### config.mk
export PLATFORM = sky130hd
export DESIGN_NAME = gpio_irq_sense
export DESIGN_NICKNAME = d
export VERILOG_FILES = /design/src/rtl/gpio_irq_pkg.sv /design/src/rtl/gpio_irq_sync.sv /design/src/rtl/gpio_irq_ctrl.sv /design/src/rtl/gpio_irq_datapath.sv /design/src/rtl/gpio_irq_sense.sv
export SDC_FILE = /design/constraint.sdc
export NUM_CORES = 1
export LEC_CHECK = 0
export BUFFER_PORTS_ARGS = -buffer_cell sky130_fd_sc_hd__buf_2
export CAP_MARGIN = 0
export CELL_PAD_IN_SITES_DETAIL_PLACEMENT = 1
export CELL_PAD_IN_SITES_GLOBAL_PLACEMENT = 1
export CORE_MARGIN = 4
export CORE_UTILIZATION = 45
export DETAILED_ROUTE_END_ITERATION = 8
export GPL_ROUTABILITY_DRIVEN = 0
export PLACE_DENSITY = 0.8
export SLEW_MARGIN = 20
export SYNTH_ARGS = -nofsm -noshare
export SYNTH_HDL_FRONTEND = slang
export SYNTH_SLANG_ARGS = --single-unit
export TNS_END_PERCENT = 50
### constraint.sdc
create_clock -name clk -period 1.7 [get_ports clk]
set_input_delay 0.255 -clock clk [delete_from_list [all_inputs] [get_ports clk]]
set_output_delay 0.255 -clock clk [all_outputs]
set_load 0.02 [all_outputs]
### src/rtl/gpio_irq_pkg.sv
package gpio_irq_pkg;

  localparam int CfgAddrW = 3;

  localparam logic [CfgAddrW-1:0] AddrDir  = 3'd0;
  localparam logic [CfgAddrW-1:0] AddrInv  = 3'd1;
  localparam logic [CfgAddrW-1:0] AddrMode = 3'd2;
  localparam logic [CfgAddrW-1:0] AddrDual = 3'd3;
  localparam logic [CfgAddrW-1:0] AddrAck  = 3'd4;

  typedef struct packed {
    logic loadDir;
    logic loadInv;
    logic loadMode;
    logic loadDual;
    logic ackHit;
  } cfgStrobe_t;

endpackage

### src/rtl/gpio_irq_sync.sv
module gpio_irq_sync #(
  parameter int Width  = 16,
  parameter int Stages = 2
) (
  input  logic             clk,
  input  logic             rstN,
  input  logic [Width-1:0] din,
  output logic [Width-1:0] dout
);

  logic [Width-1:0] stage [Stages];

  always_ff @(posedge clk) begin
    if (!rstN) begin
      for (int k = 0; k < Stages; k++) stage[k] <= '0;
    end else begin
      stage[0] <= din;
      for (int k = 1; k < Stages; k++) stage[k] <= stage[k-1];
    end
  end

  assign dout = stage[Stages-1];

endmodule

### src/rtl/gpio_irq_ctrl.sv
module gpio_irq_ctrl
  import gpio_irq_pkg::*;
#(
  parameter int NumPins = 16
) (
  input  logic                clk,
  input  logic                rstN,
  input  logic                wrEn,
  input  logic [CfgAddrW-1:0] wrAddr,
  input  logic [NumPins-1:0]  wrData,
  output cfgStrobe_t          strobe,
  output logic [NumPins-1:0]  dirOut,
  output logic [NumPins-1:0]  invPol,
  output logic [NumPins-1:0]  edgeMode,
  output logic [NumPins-1:0]  dualEdge
);

  // Address decode into one-hot strobes
  always_comb begin
    strobe = '0;
    if (wrEn) begin
      unique case (wrAddr)
        AddrDir:  strobe.loadDir  = 1'b1;
        AddrInv:  strobe.loadInv  = 1'b1;
        AddrMode: strobe.loadMode = 1'b1;
        AddrDual: strobe.loadDual = 1'b1;
        AddrAck:  strobe.ackHit   = 1'b1;
        default:  strobe = '0;
      endcase
    end
  end

  always_ff @(posedge clk) begin
    if (!rstN) begin
      dirOut   <= '0;
      invPol   <= '0;
      edgeMode <= '0;
      dualEdge <= '0;
    end else begin
      if (strobe.loadDir)  dirOut   <= wrData;
      if (strobe.loadInv)  invPol   <= wrData;
      if (strobe.loadMode) edgeMode <= wrData;
      if (strobe.loadDual) dualEdge <= wrData;
    end
  end

  // configuration only moves on a write strobe
  a_r12_cfg_hold: assert property (@(posedge clk) disable iff (!rstN)
    !wrEn |=> $stable({dirOut, invPol, edgeMode, dualEdge}));

endmodule

### src/rtl/gpio_irq_datapath.sv
module gpio_irq_datapath
  import gpio_irq_pkg::*;
#(
  parameter int NumPins    = 16,
  parameter int SyncStages = 2
) (
  input  logic               clk,
  input  logic               rstN,
  input  logic [NumPins-1:0] pinIn,
  input  logic [NumPins-1:0] dirOut,
  input  logic [NumPins-1:0] invPol,
  input  logic [NumPins-1:0] edgeMode,
  input  logic [NumPins-1:0] dualEdge,
  input  cfgStrobe_t         strobe,
  input  logic [NumPins-1:0] wrData,
  output logic [NumPins-1:0] irqVec
);

  logic [NumPins-1:0] pinSync;
  logic [NumPins-1:0] pinPrev;
  logic [NumPins-1:0] riseDet;
  logic [NumPins-1:0] fallDet;
  logic [NumPins-1:0] edgeHit;
  logic [NumPins-1:0] ackVec;
  logic [NumPins-1:0] sticky;
  logic [NumPins-1:0] levelAct;

  gpio_irq_sync #(.Width(NumPins), .Stages(SyncStages)) uSync (
    .clk  (clk),
    .rstN (rstN),
    .din  (pinIn),
    .dout (pinSync)
  );

  always_ff @(posedge clk) begin
    if (!rstN) pinPrev <= '0;
    else       pinPrev <= pinSync;
  end

  assign riseDet  = pinSync & ~pinPrev;
  assign fallDet  = ~pinSync & pinPrev;
  assign levelAct = pinSync ^ invPol;
  assign ackVec   = strobe.ackHit ? wrData : '0;

  for (genvar i = 0; i < NumPins; i++) begin : gPin
    logic chosen;
    always_comb begin
      if (dualEdge[i]) chosen = riseDet[i] | fallDet[i];
      else if (invPol[i]) chosen = fallDet[i];
      else chosen = riseDet[i];
    end
    assign edgeHit[i] = chosen & edgeMode[i] & ~dirOut[i];
    assign irqVec[i]  = ~dirOut[i] & (edgeMode[i] ? sticky[i] : levelAct[i]);
  end

  // New edge beats acknowledge; level-mode pins keep nothing
  always_ff @(posedge clk) begin
    if (!rstN) sticky <= '0;
    else       sticky <= edgeMode & ((sticky & ~ackVec) | edgeHit);
  end

  // any detected edge is held on the next cycle
  a_r8_edge_held: assert property (@(posedge clk) disable iff (!rstN)
    1'b1 |=> ((sticky & $past(edgeHit)) == $past(edgeHit)));

  // acknowledged bits without a fresh edge are cleared
  a_r9_ack_clears: assert property (@(posedge clk) disable iff (!rstN)
    strobe.ackHit |=> ((sticky & $past(ackVec & ~edgeHit)) == '0));

  // a sticky bit only rises when an edge was qualified
  a_r4_set_by_edge: assert property (@(posedge clk) disable iff (!rstN)
    1'b1 |=> ((sticky & ~$past(sticky) & ~$past(edgeHit)) == '0));

  // level-mode pins hold no event
  a_r11_level_empty: assert property (@(posedge clk) disable iff (!rstN)
    1'b1 |=> ((sticky & ~$past(edgeMode)) == '0));

endmodule

### src/rtl/gpio_irq_sense.sv
module gpio_irq_sense
  import gpio_irq_pkg::*;
#(
  parameter int NumPins    = 16,
  parameter int SyncStages = 2
) (
  input  logic                clk,
  input  logic                rstN,
  input  logic                wrEn,
  input  logic [CfgAddrW-1:0] wrAddr,
  input  logic [NumPins-1:0]  wrData,
  input  logic [NumPins-1:0]  pinIn,
  output logic [NumPins-1:0]  irqVec,
  output logic                irqAny
);

  cfgStrobe_t         strobe;
  logic [NumPins-1:0] dirOut;
  logic [NumPins-1:0] invPol;
  logic [NumPins-1:0] edgeMode;
  logic [NumPins-1:0] dualEdge;

  gpio_irq_ctrl #(.NumPins(NumPins)) uCtrl (
    .clk      (clk),
    .rstN     (rstN),
    .wrEn     (wrEn),
    .wrAddr   (wrAddr),
    .wrData   (wrData),
    .strobe   (strobe),
    .dirOut   (dirOut),
    .invPol   (invPol),
    .edgeMode (edgeMode),
    .dualEdge (dualEdge)
  );

  gpio_irq_datapath #(.NumPins(NumPins), .SyncStages(SyncStages)) uPath (
    .clk      (clk),
    .rstN     (rstN),
    .pinIn    (pinIn),
    .dirOut   (dirOut),
    .invPol   (invPol),
    .edgeMode (edgeMode),
    .dualEdge (dualEdge),
    .strobe   (strobe),
    .wrData   (wrData),
    .irqVec   (irqVec)
  );

  assign irqAny = |irqVec;

  // output pins stay silent
  a_r7_output_quiet: assert property (@(posedge clk) disable iff (!rstN)
    (irqVec & dirOut) == '0);

endmodule

# == After elaboration in Yosys (flattened, before gate mapping) ==
# Memories as Yosys holds them, arrays and structs flattened.
# Cells that the tools add are included.
# totals
reg_bits,96
ramBits,32
in_bits,38
out_inout_bits,17
elab_cells,163
memories,1
# memory_table
name,depth,word_bits,read_ports,rd_ports_with_merged_regs,wr,line_no,source
uPath.uSync.stage,2,16,2,0,2,gpio_irq_sync.sv:11,logic [Width-1:0] stage [Stages];
# classes
n_eq_ne,4
muxes,59
n_bitwise,91
reduce_logical,2
# op_table
op,n
$and A16 B16 Y16,4
$mux W1,55
$and A1 B1 Y1,48
$mux W16,3
$not A16 Y16,3
$or A1 B1 Y1,18
$not A1 Y1,16
$or A16 B16 Y16,1
$reduce_or A16 Y1,1
$xor A16 B16 Y16,1
$eq A3 B2 Y1 const B,2
$mux W5,1
$eq A3 B1 Y1 const B,1
$eq A3 B3 Y1 const B,1
$logic_not A3 Y1,1

# == Longest topological paths before layout ==
# Gate-level depths: netlist of the first run.
# depth
depth_word,8
depth_mapped,7
mapped_depth_nobuf,6

# == By module ==
# Synthesis of the first run repeated with hierarchy kept, for this count alone.
# unflattened
hier_cells,598
area_unflattened_um2,5751.8
# modules_own_cells
module,n_inst,cells_each,area_per_inst_um2,seq_area_each_um2
gpio_irq_ctrl,1,233,2418.6,1281.2
gpio_irq_datapath,1,277,2285.9,640.6
gpio_irq_sync,1,83,1016.0,640.6
gpio_irq_sense,1,5,31.3,0.0

# == Least setup slack after synthesis of the first run ==
# Ideal clock, no wire load.
# synth_timing
kind,reg-to-output
start,memory uPath.uSync.stage[1][14] (netlist: uPath.uSync.stage[0][30])
end,output port irqAny
arrival_ps,1459
setup_slack_ps,-14
stages_incl_launch_ff,5
path_buffers,0
path_cell_list,dfxtp_1 xnor2_1 a211oi_1 nor4_1 nand4_1
# synth_rtl
element,line_no,source
"start, declared",gpio_irq_sync.sv:11,
"end, declared",gpio_irq_sense.sv:14,output logic irqAny

# == Worst setup path in the final report of the first run ==
# layout_timing
start,register uCtrl.invPol[10]
end,output port irqAny
# layout_via
elab_chain_len,4
# layout_rtl
element,line_no,source
"start, declared",gpio_irq_ctrl.sv:13,"output logic [NumPins-1:0] invPol,"
"start signal, assigned",gpio_irq_ctrl.sv:41,if (strobe.loadInv) invPol <= wrData;
$xor A16 B16 Y16,gpio_irq_datapath.sv:42,assign levelAct = pinSync ^ invPol;
$mux W1,gpio_irq_datapath.sv:53,assign irqVec[i] = ~dirOut[i] & (edgeMode[i] ? sticky[i] : levelAct[i]);
$and A1 B1 Y1,gpio_irq_datapath.sv:53,
$reduce_or A16 Y1,gpio_irq_sense.sv:49,assign irqAny = |irqVec;
# No other way between the ends.

==> flow_metrics.py, run 1 <==
metrics = {
    "run_status": {
        "status": "complete, but fails checks",
        "failing_checks": "negative setup slack",
    },
    "clocking": {
        "clk_pin_slew_worst_paths_ps": 60,
        "total_clock_buffers_created_by_cts": 17,
        "cts_max_path_buffers": 2,
        "holdBufCountCts": 0,
        "tritoncts": "built",
        "cts_root_cell": "sky130_fd_sc_hd__clkbuf_16",
        "ctsHtreeMaxLevel": 4,
        "cts_num_sinks": 128,
        "worstSkewPairLatency_ps": 430,
    },
    "power": {
        "p_total_w": 0.00769,
        "static-leakage-power_nw": 2.87,
        "pwr_density_cell_nw_per_um2": 1050,
        "ir_worst_vdd_mv": 0.882,
    },
    "synth": {
        "yosysUniqueCellTypes": 31,
        "post-synth-top-area-fraction": 0.453,
        "total_standard_cell_area_after_synthesis_um2": 5660,
        "seq_area_frac_synth": 0.453,
        "synth.net_count": 707,
        "synthesis.area_per_instance_um2": 8.89,
        "synth_seq_cells": 128,
        "synth_warnings": 0,
        "yosys-top-cells-area": "sky130_fd_sc_hd__dfxtp_1, sky130_fd_sc_hd__nand2_1, sky130_fd_sc_hd__a21boi_0",
        "postSynthCellCount": 637,
        "netlist.top_cell.by_area": "sky130_fd_sc_hd__dfxtp_1",
    },
    "sta": {
        "final_hold_viol_count": 0,
        "maxSlewViolCount": 0,
        "worst-slew-pin-transition_ps": 518,
        "post-route-period-util": 1.24,
        "min_period_ps": 2110,
        "maxClockFrequency_ghz": 0.473,
        "final.hold.worst_slack_ps": 29.5,
        "slew_headroom": 0.655,
        "setup_viol": 8,
        "setup_repair_after_global_routing_missed_its_margin": "true",
        "clock_tree_skew_after_final_layout_ps": 6.96,
        "finalWorstSetupSlack_ps": -412,
    },
    "critical_path": {
        "critical_path_class": "reg -> out",
        "cp_data_required_time_ps": 1440,
        "critical_path_arrival_ps": 1860,
        "critical_path.reg2reg.startpoint": "uPath.uSync.stage[0][17]",
        "start_kind": "register",
        "critical_path.max_fanout": 3,
        "worst-r2r-setup-slack_ps": 100,
        "worstRegToRegCells": 7,
        "rr_endpoint": "uPath.sticky[1]",
        "worstSetupStartpoint": "uCtrl.invPol[10]",
        "worst_setup_path_end_kind": "primary output",
        "timing.critical_path.to": "irqAny",
    },
    "drt": {
        "route.vias.total": 4644,
        "routed_via_density": 5.16,
        "dr.first_iter.drc_count": 214,
        "ant_nets": 0,
        "drt-pass1-iter-count": 4,
        "routed_wl_um": 16000,
        "drt_drc_violations_left": 0,
        "average_detailed_routed_wire_length_per_instance_um": 17.8,
    },
    "worst_hold_path": {
        "timing.hold.worst.class": "in -> reg",
    },
    "cells_and_area": {
        "areaGrowthSynthToFinish_pct": 29.3,
        "postLayoutCoreUtil": 0.602,
        "drive_above_1_share": 0.279,
        "finalNetCount": 789,
        "antenna-diode-count": 0,
    },
    "place": {
        "port-buffer-count": 54,
        "detailedPlace.worstSlack_ps": -112,
        "place.detailed.hpwl_um": 10200,
    },
    "floorplan": {
        "die-area_um2": 14400,
        "effective_utilization_at_floorplan": 0.465,
        "coreArea_um2": 12200,
        "io_pins": 55,
        "die_x_um": 120,
        "chipHeight_um": 120,
        "fp-row-count": 40,
    },
    "global_routing": {
        "gr-usage-all-layers": 0.229,
        "grt_max_degree": 43,
        "first_global_vias": 5150,
        "initial_antenna_violation_count": 0,
        "wire_length_of_the_first_global_routing_pass_um": 25600,
        "grt_overflow_total": 0,
    },
    "flow_run": {
        "cap_violations": 0,
    },
}
synth_stat cells, drive strengths merged:
| cell | number |
|---|---|
| mux2 | 16 |
| ha | 32 |
| and2 | 49 |
| nand4 | 1 |
| clkbuf | 15 |
| nand3 | 1 |
| dfxtp | 128 |
| xnor2 | 16 |
| and3 | 17 |
| o21ai | 16 |
| inv | 48 |
| nand2 | 161 |
| nor4 | 4 |
| nor2 | 1 |
| a21boi | 64 |
| o2bb2ai | 16 |
| buf | 14 |
| a211oi | 16 |
| nand3b | 2 |
| nor2b | 17 |
| nor4bb | 1 |
| and3b | 2 |
state kept, by name, summed over array words and instances, names as in the netlist:
signal             count
uCtrl.dualEdge        16
uPath.pinPrev         16
uPath.uSync.stage     32
uCtrl.dirOut          16
uCtrl.edgeMode        16
uPath.sticky          16
uCtrl.invPol          16
kinds of logic after synthesis:
group                      after synthesis  synth area share
muxes                                   16            0.0318
DFF                                    128             0.453
AOI/OAI and AO/OA                      112             0.145
buffers and inverters                   77            0.0608
and+or+nand+nor                        256             0.214
adders and majority gates               32            0.0707
xor gates and xnor gates                16            0.0248
how the worst min path moves through the flow:
| stage | startpoint | slack [ps] | depth (start not counted) | endpoint |
|---|---|---|---|---|
| 6_report | pinIn[5] | 30 | 2 | uPath.uSync.stage[0][5] |
| 5_1_grt | pinIn[5] | 20 | 2 | uPath.uSync.stage[0][5] |
| 4_1_cts | pinIn[4] | 10 | 2 | uPath.uSync.stage[0][4] |
| 3_5_place_dp | uPath.uSync.stage[0][11] | 420 | 1 | uPath.uSync.stage[0][27] |
| 3_3_place_gp | uPath.uSync.stage[0][8] | 410 | 1 | uPath.uSync.stage[0][24] |
| 2_1_floorplan | pinIn[0] | 380 | 1 | uPath.uSync.stage[0][0] |
worst max-delay path, stage by stage (launching register included):
cell and delay, ps:
sky130_fd_sc_hd__dfxtp_2 330, sky130_fd_sc_hd__xnor2_1 280, sky130_fd_sc_hd__a211oi_4 120, sky130_fd_sc_hd__nor4_1 360, sky130_fd_sc_hd__nand4_1 160, sky130_fd_sc_hd__buf_6 170
per-stage QoR:
step | setup TNS, ps | cell area (µm²) | std cells
finish | -684 | 7320 | 900
global route | -1410 | 7320 | 900
floorplan | 0 | 5670 | 637
global placement | -28.3 | 6290 | 860
CTS | -699 | 7140 | 897
detailed placement | -112 | 6290 | 860
layer usage:
layer | track usage | part of all wire
met3 | 0.0726 | 0.049
met5 | 0 | 0
met2 | 0.422 | 0.52
met4 | 0.0845 | 0.031
met1 | 0.244 | 0.40
layout make-up:
cell class	instances	area, µm²
clock buffers	22	474
inverters	48	180
clock inverters	10	158
multi-input cells	432	3000
flip-flops and latches	128	2610
fillers	1376	4840
well taps	168	210
repair buffers	92	687
repair_timing:
action                     in CTS  in global routing
setup endpoints to repair      15                 16
resized for setup              53                 44
pin swaps                       9                 14
buffers inserted                5                  5
placed cells by master, fill, tap and decap left out, drive strengths merged, types with 4 or more instances in the layout:
cell,count
nand2,161
dfxtp,128
buf,92
a21boi,64
and2,49
inv,48
ha,32
clkbuf,22
and3,17
nor2b,17
mux2,16
o21ai,16
o2bb2ai,16
a211oi,16
xnor2,16
bufinv,4
nor4,4
power breakdown:
part	total (W)	internal, W	switching, W
Sequential	0.00314	0.00308	0.0000621
Combinational	0.000653	0.000313	0.000340
Clock	0.00390	0.00256	0.00134
Note: power is estimated with default switching activity, not from simulation.
==> inputs of run 2 (changes only) <==
- CORE_UTILIZATION: 45 -> 41
- PLACE_DENSITY: 0.8 -> 0.77
- clock period: 1.7 -> 1.8 ns (I/O delays scaled with it)
==> flow_metrics.py, run 2 (synthesized netlist as in run 1, its figures left out) <==
metrics = {
    "place": {
        "port-buffer-count": 54,
        "placedInstanceArea_um2": 6160,
        "cell_count_after_placement": 852,
        "place.detailed.hpwl_um": 9350,
    },
    "global_routing": {
        "met1_global_route_usage": 0.208,
        "grt_max_degree": 129,
        "gr-usage-all-layers": 0.190,
        "grt_overflow_total": 0,
        "gr-max-usage-layer": "met2",
        "grt.met2_usage": 0.344,
        "initial_antenna_violation_count": 0,
        "first_global_vias": 4851,
        "wire_length_of_the_first_global_routing_pass_um": 23800,
        "grt_use_met3": 0.0597,
    },
    "clocking": {
        "cts_num_sinks": 128,
        "tritoncts": "built",
        "cts_root_cell": "sky130_fd_sc_hd__clkbuf_16",
        "cts_max_path_buffers": 2,
        "total_clock_buffers_created_by_cts": 17,
        "clk_pin_slew_worst_paths_ps": 60,
        "holdBufCountCts": 0,
        "worstSkewPairLatency_ps": 420,
        "ctsHtreeMaxLevel": 4,
    },
    "critical_path": {
        "ordered_list_of_cells_on_the_worst_path": "xnor2_2 > a211oi_2 > nor4_2 > buf_4 > nand4_1 > buf_4",
        "worstSetupStartpoint": "uPath.uSync.stage[0][21]",
        "critical-path-top-cell-by-count": "sky130_fd_sc_hd__buf_4",
        "critPathSlowestCell": "sky130_fd_sc_hd__nor4_2",
        "critical_path.reg2reg.startpoint": "uPath.uSync.stage[0][22]",
        "timing.critical_path.slowest_cell_delay_ps": 370,
        "cp_data_required_time_ps": 1530,
        "cp_num_buf_inv": 2,
        "worst_setup_path_end_kind": "primary output",
        "critical_path_class": "reg -> out",
        "start_kind": "register",
        "critical_path.max_fanout": 2,
        "critical_path_arrival_ps": 1920,
        "critical-path-top-delay-family": "simple AND/OR/NAND/NOR gates",
    },
    "worst_hold_path": {
        "min_from": "pinIn[15]",
        "timing.hold.worst.class": "in -> reg",
    },
    "sta": {
        "maxClockFrequency_ghz": 0.457,
        "final_hold_viol_count": 0,
        "worst-slew-pin-transition_ps": 482,
        "slew_headroom": 0.678,
        "setup_viol": 2,
        "maxSlewViolCount": 0,
        "setup_repair_after_global_routing_missed_its_margin": "true",
        "min_period_ps": 2190,
        "clock_tree_skew_after_final_layout_ps": 4.67,
        "finalWorstSetupSlack_ps": -387,
        "post-route-period-util": 1.22,
    },
    "cells_and_area": {
        "largest_reg_flops": 32,
        "layout_commonest_cell": "sky130_fd_sc_hd__nand2_1",
        "final_instance_count_without_filler_cells": 886,
        "finalNetCount": 767,
        "register_with_the_most_flip_flops": "uPath.uSync.stage",
        "area.sequential_um2": 2580,
        "post-route-cell-area_um2": 6880,
        "drive_above_1_share": 0.214,
        "multi_input_comb_area_um2": 2890,
        "postLayoutCoreUtil": 0.514,
        "fillCellCount": 1570,
        "antenna-diode-count": 0,
        "areaGrowthSynthToFinish_pct": 21.6,
        "layout_common_cells": "sky130_fd_sc_hd__nand2_1, sky130_fd_sc_hd__dfxtp_1, sky130_fd_sc_hd__a21boi_0",
    },
    "floorplan": {
        "effective_utilization_at_floorplan": 0.422,
        "io_pins": 55,
        "die-area_um2": 15800,
        "die_x_um": 126,
        "coreArea_um2": 13400,
        "chipHeight_um": 126,
        "fp-row-count": 42,
    },
    "run_status": {
        "failing_checks": "negative setup slack",
        "status": "complete, but fails checks",
    },
    "drt": {
        "drt_drc_violations_left": 0,
        "average_detailed_routed_wire_length_per_instance_um": 16.5,
        "routed_via_density": 5.04,
        "drt-pass1-iter-count": 5,
        "routed_wl_um": 14600,
        "ant_nets": 0,
        "route.vias.total": 4468,
        "dr.first_iter.drc_count": 188,
    },
    "power": {
        "p_total_w": 0.00673,
        "ir_worst_vdd_mv": 0.881,
        "static-leakage-power_nw": 2.69,
        "pwr_density_cell_nw_per_um2": 978,
    },
    "flow_run": {
        "cap_violations": 0,
    },
}
==> run 2: cell types whose count changed in the layout (fill, tap and decap cells not counted), moves of 7 or more <==
| cell | before | now |
|---|---|---|
| sky130_fd_sc_hd__buf_4 | 43 | 16 |
| sky130_fd_sc_hd__buf_6 | 7 | 0 |
| sky130_fd_sc_hd__dfxtp_1 | 99 | 116 |
| sky130_fd_sc_hd__buf_2 | 37 | 50 |
| sky130_fd_sc_hd__dfxtp_2 | 25 | 11 |
==> run 2: area by class of cell <==
cell class	instances	area share
Sequential cell	128	0.375
Timing Repair Buffer	70	0.0654
Multi-Input combinational cell	432	0.420
Clock buffer	27	0.0774
Clock inverter	5	0.00364
Inverter	48	0.0262
Tap cell	176	0.0320
==> run 2: worst paths after layout <==
path	depth (start not counted)	slack [ps]	endpoint
min reg2reg	1	430	uPath.uSync.stage[0][23]
max	6	-390	irqAny
max reg2reg	6	240	uPath.sticky[6]
min	2	50	uPath.uSync.stage[0][15]
==> run 2: per-layer routing <==
metal	part of all wire	wire length (µm)	vias to the layer above
met2	0.52	7610	62
met4	0.016	235	0
met3	0.040	586	19
met1	0.42	6190	2188
met5	0	0	-
li1	-	-	2199
==> run 2: through the flow <==
stage	hold slack (ps)	setup TNS, ps	setup slack [ps]
global placement	415	-132	-132
floorplan	397	0	71.0
CTS	37.8	-476	-429
finish	52.4	-400	-387
global route	39.8	-868	-441
detailed placement	421	-112	-112
==> run 2: repair_timing <==
| item | 4_1_cts | 5_1_grt |
|---|---|---|
| buffers inserted | 0 | 2 |
| pin swaps | 2 | 5 |
| gates resized for setup | 17 | 22 |
| endpoints found under the setup margin | 8 | 12 |
==> run 2: power breakdown <==
| group | switching (W) | internal (W) |
|---|---|---|
| Combinational | 0.000294 | 0.000240 |
| Sequential | 0.0000547 | 0.00291 |
| Clock | 0.00123 | 0.00200 |
